===== src/rtl/etc_pkg.sv =====
package etc_pkg;

  localparam int PSC_CODE_W  = 2;
  localparam int FILT_CODE_W = 4;
  // widest divide is 2**(2**PSC_CODE_W - 1), so the phase needs that many bits
  localparam int PSC_CNT_W   = (1 << PSC_CODE_W) - 1;

  typedef logic [PSC_CODE_W-1:0] psc_code_t;
  typedef logic [PSC_CNT_W-1:0]  psc_cnt_t;

  // last phase value before a count enable is issued
  function automatic psc_cnt_t psc_last(input psc_code_t code);
    psc_cnt_t one;
    one = {{(PSC_CNT_W-1){1'b0}}, 1'b1};
    return psc_cnt_t'((one << code) - one);
  endfunction

endpackage


===== src/rtl/etc_sync.sv =====
module etc_sync #(
  parameter int STAGES = 2
) (
  input  logic clk,
  input  logic rst,
  input  logic pin,
  input  logic invert,
  output logic level
);

  logic [STAGES-1:0] chain;

  always_ff @(posedge clk) begin
    if (rst) chain <= '0;
    else     chain <= {chain[STAGES-2:0], pin ^ invert};
  end

  assign level = chain[STAGES-1];

endmodule


===== src/rtl/etc_filter.sv =====
module etc_filter #(
  parameter int CODE_W = 4
) (
  input  logic              clk,
  input  logic              rst,
  input  logic              din,
  input  logic [CODE_W-1:0] code,
  output logic              dout
);

  // number of consecutive samples seen that disagree with dout
  logic [CODE_W-1:0] run;

  always_ff @(posedge clk) begin
    if (rst) begin
      dout <= 1'b0;
      run  <= '0;
    end else if (din == dout) begin
      run <= '0;
    end else if (run == code) begin
      dout <= din;
      run  <= '0;
    end else begin
      run <= run + 1'b1;
    end
  end

endmodule


===== src/rtl/etc_prescale.sv =====
module etc_prescale
  import etc_pkg::*;
(
  input  logic      clk,
  input  logic      rst,
  input  logic      level,
  input  psc_code_t code,
  input  logic      gate,
  output logic      tick
);

  logic      level_d;
  psc_code_t code_d;
  psc_cnt_t  phase;
  logic      rise;
  logic      restart;

  assign rise    = level & ~level_d;
  assign restart = (code != code_d);
  assign tick    = !restart && rise && gate && (phase == psc_last(code));

  always_ff @(posedge clk) begin
    if (rst) begin
      level_d <= 1'b0;
      code_d  <= code;
      phase   <= '0;
    end else begin
      level_d <= level;
      code_d  <= code;
      if (restart)          phase <= '0;
      else if (rise && gate) phase <= tick ? '0 : phase + 1'b1;
    end
  end

endmodule


===== src/rtl/ext_trig_counter.sv =====
module ext_trig_counter
  import etc_pkg::*;
#(
  parameter int CNT_W       = 16,
  parameter int SYNC_STAGES = 2
) (
  input  logic                   clk,
  input  logic                   rst,
  input  logic                   trig_in,
  input  logic                   trig_pol,
  input  logic [PSC_CODE_W-1:0]  psc_code,
  input  logic [FILT_CODE_W-1:0] filt_code,
  input  logic                   ext_mode_en,
  input  logic                   cnt_en,
  output logic [CNT_W-1:0]       count
);

  logic sync_lvl;
  logic filt_lvl;
  logic cnt_tick;

  etc_sync #(.STAGES(SYNC_STAGES)) u_sync (
    .clk    (clk),
    .rst    (rst),
    .pin    (trig_in),
    .invert (trig_pol),
    .level  (sync_lvl)
  );

  etc_filter #(.CODE_W(FILT_CODE_W)) u_filter (
    .clk  (clk),
    .rst  (rst),
    .din  (sync_lvl),
    .code (filt_code),
    .dout (filt_lvl)
  );

  etc_prescale u_psc (
    .clk   (clk),
    .rst   (rst),
    .level (filt_lvl),
    .code  (psc_code),
    .gate  (ext_mode_en & cnt_en),
    .tick  (cnt_tick)
  );

  always_ff @(posedge clk) begin
    if (rst)           count <= '0;
    else if (cnt_tick) count <= count + 1'b1;
  end

endmodule


===== config.mk =====
export PLATFORM = sky130hd
export DESIGN_NAME = ext_trig_counter
export DESIGN_NICKNAME = d
export VERILOG_FILES = /design/src/rtl/etc_pkg.sv /design/src/rtl/etc_sync.sv /design/src/rtl/etc_filter.sv /design/src/rtl/etc_prescale.sv /design/src/rtl/ext_trig_counter.sv
export SDC_FILE = /design/constraint.sdc
export NUM_CORES = 1
export LEC_CHECK = 0
export BUFFER_PORTS_ARGS = -buffer_cell sky130_fd_sc_hd__buf_2
export CAP_MARGIN = 10
export CORE_MARGIN = 3
export CORE_UTILIZATION = 45
export CTS_BUF_LIST = sky130_fd_sc_hd__clkbuf_4 sky130_fd_sc_hd__clkbuf_8
export DETAILED_ROUTE_END_ITERATION = 10
export PLACE_DENSITY = 0.65
export SLEW_MARGIN = 15
export SYNTH_ARGS = -nofsm -noshare
export SYNTH_HDL_FRONTEND = slang
export SYNTH_HIERARCHICAL = 1
export SYNTH_SLANG_ARGS = --single-unit
export TNS_END_PERCENT = 1

===== constraint.sdc =====
create_clock -name clk -period 5.88 [get_ports clk]
set_clock_uncertainty 0.1 [all_clocks]
set_input_delay 0.882 -clock clk [delete_from_list [all_inputs] [get_ports clk]]
set_output_delay 0.882 -clock clk [all_outputs]
set_load 0.02 [all_outputs]

Word level (Yosys, flattened, before mapping)
Index checks and enable logic that the tools add are counted.
{"block": "word_totals", "register_bits": 29, "input_bits": 12, "output_inout_bits": 16, "wordCells": 30}
{"block": "op_classes", "add_sub_neg": 4, "n_eq_ne": 4, "shift": 1, "muxes": 1, "n_bitwise": 5, "reduce_logical": 8}
{"operator": "16-bit by 1-bit adder with 16-bit output, second input constant", "count": 1}
{"operator": "4-bit by 1-bit adder with 4-bit output, second input constant", "count": 1}
{"operator": "4-bit equality test", "count": 1}
{"operator": "1-bit logical AND", "count": 4}
{"operator": "3-bit by 1-bit adder with 3-bit output, second input constant", "count": 1}
{"operator": "3-bit equality test", "count": 1}
{"operator": "3-bit 2-to-1 mux", "count": 1}
{"operator": "3-bit OR reduction", "count": 1}
{"operator": "1-bit by 2-bit << shifter with 3-bit output, first input constant", "count": 1}
{"operator": "3-bit by 1-bit subtractor with 3-bit output, second input constant", "count": 1}
{"operator": "1-bit AND", "count": 2}
{"operator": "2-bit inequality test", "count": 1}
{"operator": "1-bit NOT", "count": 2}
{"operator": "2-bit AND reduction", "count": 1}
{"operator": "2-bit OR reduction", "count": 1}
{"operator": "1-bit equality test", "count": 1}
{"operator": "1-bit zero test", "count": 1}
{"operator": "1-bit XOR", "count": 1}

Depth between registers and ports, before layout
{"block": "depth", "depth_word": 6, "ltp_mapped": 9, "depth_no_buf": 8}

By module
Netlist, hierarchy kept.
{"mod": "ext_trig_counter", "instances": 1, "cells_each": 77, "area_per_inst_um2": 735.7, "seq_area_each_um2": 320.3}
{"mod": "etc_prescale", "instances": 1, "cells_each": 36, "area_per_inst_um2": 331.6, "seq_area_each_um2": 120.1}
{"mod": "etc_filter", "instances": 1, "cells_each": 23, "area_per_inst_um2": 251.5, "seq_area_each_um2": 100.1}
{"mod": "etc_sync", "instances": 1, "cells_each": 5, "area_per_inst_um2": 58.8, "seq_area_each_um2": 40.0}

Worst setup path before layout
OpenSTA, ideal clock, no wires.
{"block": "synth_path", "path_kind": "input-to-reg", "startpoint": "input psc_code[1]", "endpoint": "register count[13]", "setup_time_ns": 0.121, "arrival_time_ns": 2.740, "required_ns": 5.659, "setup_slack_ns": 2.919, "cell_stages": 9, "path_buffers": 2, "path_cell_list": "buf_6 > nor4_2 > o22ai_1 > a211oi_2 > and4_1 > buf_6 > and2_2 > nand4_1 > mux2_2"}
{"block": "synth_between", "elab_chain_len": 5, "word_cells_on_any_way": 8, "classes_between": "1 x add/sub; 2 x eq/ne; 1 x shift; 4 x reduce/logical"}
{"item": "from (decl)", "line_no": "ext_trig_counter.sv:11", "text": "input logic [PSC_CODE_W-1:0] psc_code,"}
{"item": "parallel branches: the longest is 4 deep, another holds 3-bit by 1-bit subtractor with 3-bit output"}
{"item": "1-bit logical AND *", "line_no": "etc_prescale.sv:20", "text": "assign tick = !restart && rise && gate && (phase == psc_last(code));"}
{"item": "net cnt_tick", "line_no": "ext_trig_counter.sv:20", "text": "logic cnt_tick;"}
{"item": "to (signal assigned)", "line_no": "ext_trig_counter.sv:49", "text": "else if (cnt_tick) count <= count + 1'b1;"}
{"item": "to (decl)", "line_no": "ext_trig_counter.sv:15", "text": "output logic [CNT_W-1:0] count"}
Mark *: on every way through the listed nets, which the timed path passes.
A chain may end at the register's enable or synchronous reset.

Final worst setup path
Ends and elaborated chain as after synthesis.

==> results.md <==
* Post-layout util at a little under three fifths
* CTS Buffer Depth at 2
* DRC at 0
* Vias per inst at 5.318
* Placed insts at slightly below 200
* Cell accounting for the most synthesized area: dfxtp_1
* Fin. max-slew vios at 0
* Largest net degree at the start of global routing at 26
* Layout area overhead at 14.35%
* CTS tree: built
* Nets at between 150 and 200
* Clock Latency Late Sink at ~0.32 ns
* Post-synth cell types at 36
* Post-Syn Nets at approximately 160
* Hold WC Path Type: flop to flop
* Final worst path period need at between 3 and 4 ns
* Resized Gates After CTS at 0
* Area contributors post-synth: dfxtp_1 42%, xor2_1 12%, nor2_1 4.6%, xnor2_1 3.2%, nand4_4 3.1%
* Final cell count without fillers at about 200
* Global Route Usage Sum at 15.60%
* ANT cells at 0
* Number of synthesized flops with an enable pin at 0
* Worst Path Arrival at roughly 3.2 ns
* Width of the die at about 61 um
* Die ar. at approximately 3800 um2
* Critical path cell sequence: buf_2 > nor4bb_1 > a31oi_1 > a211oi_2 > and4_1 > and2_2 > nand4_1 > mux2_2
* Initial core utilization at about 49%
* Hold Vio Cnt, Final at 0
* CP Launch Type: primary input
* Worst vdd ir at roughly 0.14 mV
* PortBufs at 27
* Core Area at ~2800 um2
* Die Y at slightly above 60 um
* DP HPWL at between 1500 and 2000 um
* First-pass GRT wire length at 4236 um
* RSZ-0062 raised after global routing: no
* Syn Inst Count at between 100 and 150
* Slew margin rel. at roughly three fifths
* Leak Pwr at 0.0006848 uW
* Post-CTS Setup Repair Bufs at 0
* Worst slew pin tran at ~0.61 ns
* Critical path class: primary input to flop
* Predominant post-synthesis flop cell: dfxtp_1
* Main combinational cell family by area after synthesis: simple AND/OR/NAND/NOR gates
* Fmax at about 330 MHz
* I/O pin count at 28
* Slowest CP cell: a211oi_2
* Post-synthesis sequential area ratio at between 40% and 50%
* Root Buffer: clkbuf_4
* Syn avg cell area at approximately 9.8 um2
* Area share of the largest cell type after synthesis at ~42%
* Final setup vio count at 0
* GRT overflow at 0
* Final period utilization at about half
* Portion of netlist area occupied by mux cells at roughly 2.3%
* Synth Area in Adders at between 2 and 3%
* H-tree Lvls at 2
* Clk slew on worst S/H paths at ~0.080 ns
* Routed Antenna Nets at 0
* Share of layout cells above drive strength 1 at about 25%
* Status: finished clean
* PD cells at 217.1 nW/um2
* PnR worst setup slack at around 2.8 ns
* Crit path largest cell delay at 0.54 ns
* Vias in the first global route at around 1k
* CP endpoint kind: flop
* Count leader, synth: dfxtp_1
* DRT Wirelength at roughly 2500 um
* Fin Setup TNS at 0 ns
* XOR/XNOR Fraction of Synth Area at between 15 and 20%
* Drt first pass iters at 4
* Synth Area in Simple Gates at 30.34%
* Clock sink count at 29
* Pre-CTS setup slack at around 2.5 ns
* Max-cap violations at 0
* Synth Register Bits at 29
* Req. time, crit path at ~6.0 ns
* DR vias at ~1.1k
* Synth warn at 6
* Gpl congestion at 0.7710
* Post-DR wirelength/cell at approximately 12 um
* Commonest cells in the netlist: 29 x dfxtp_1, 19 x xor2_1, 17 x nor2_1
* Initial antenna violation count at 0
* Compound-gate portion of the synthesized area at 4.450%
* Post-synth ARST share at 0%
* Critical-path maximum fanout at 9
* Synthesized area at between 1000 and 1500 um2
* Row count at 19
* Violation count after the first detailed-route iteration at 16
* Num CTS Buffers at 5
* Hold-fix buffers, CTS at 0
## cells by family (layout without fill, tap and decap cells)
family | count (synthesis) | after routing
xor+xnor | 24 | 24
buf+inv | 6 | 35
compound gates | 10 | 10
flops | 29 | 29
simple gates | 66 | 66
fa+ha+maj | 3 | 3
mux | 3 | 3
## state kept, by name, summed over array words and instances, names as in the netlist
name / flops
count: 16
u_filter/dout: 1
u_filter/run: 4
u_psc/code_d: 2
u_psc/level_d: 1
u_psc/phase: 3
u_sync/chain: 2
## metal layers
layer,part of all wire (%),wire length (um),vias to the layer above,global-route usage [%]
li1,-,-,546,-
met1,46,1130,495,18.31
met2,46,1132,23,24.17
met3,5.4,132,5,5.451
met4,2.2,55,0,10.00
met5,0,0,-,0
## where the power goes
part / internal [uW] / switching [uW]
registers: 198 / 1.86
logic: 7.69 / 9.77
clock network: 61.0 / 63.5
total: 267 / 75.2
## area by class of cell
class / count / area, um2
Tap cell: 31 / 38.79
Timing Repair Buffer: 27 / 135.1
Multi-Input combinational cell: 106 / 758.2
Fill cell: 249 / 1254
Sequential cell: 29 / 580.6
Clock buffer: 7 / 58.81
Inverter: 1 / 3.754
## worst paths after layout
check | from | end | slack [ns] | depth (start not counted)
worst max-delay path | psc_code[1] | count[13] | 2.85 | 8
worst min-delay path | u_sync/chain[0] | u_sync/chain[1] | 0.36 | 1
worst max register to register | u_psc/code_d[0] | count[13] | 3.14 | 7
worst min register to register | u_sync/chain[0] | u_sync/chain[1] | 0.36 | 1
## cells in the final DEF (no fill, tap or decap), types with 2 or more instances in the layout
cell type and instances:
a21oi_1 2, a31oi_1 2, and2_1 2, and2_2 2, and4_1 3, buf_2 27, clkbuf_4 6, dfxtp_1 29
ha_1 3, mux2i_1 2, nand2_1 3, nand2b_1 4, nand3_1 6, nand4_1 6, nand4_4 2, nor2_1 17
nor2b_1 3, nor3_1 7, o21ai_0 3, or3_1 3, xnor2_1 5, xor2_1 19
## per-stage QoR
stage,power [uW],cell area [um2],hold WS (ns)
final,342.0,1575,0.3598
after global routing,360.4,1575,0.3784
after CTS,349.9,1575,0.3624
after detailed placement,222.3,1516,0.3340
after global placement,221.6,1516,0.3334
after floorplan,216.0,1378,0.3138
## worst max-delay path: cells and delay by family
| family | cells | cell delay (ns) |
|---|---|---|
| AOI/OAI and AO/OA | 2 | 0.64 |
| buffers and inverters | 1 | 0.15 |
| and+or+nand+nor | 4 | 1.18 |
| muxes | 1 | 0.29 |
Note: power is estimated with default switching activity, not from simulation.
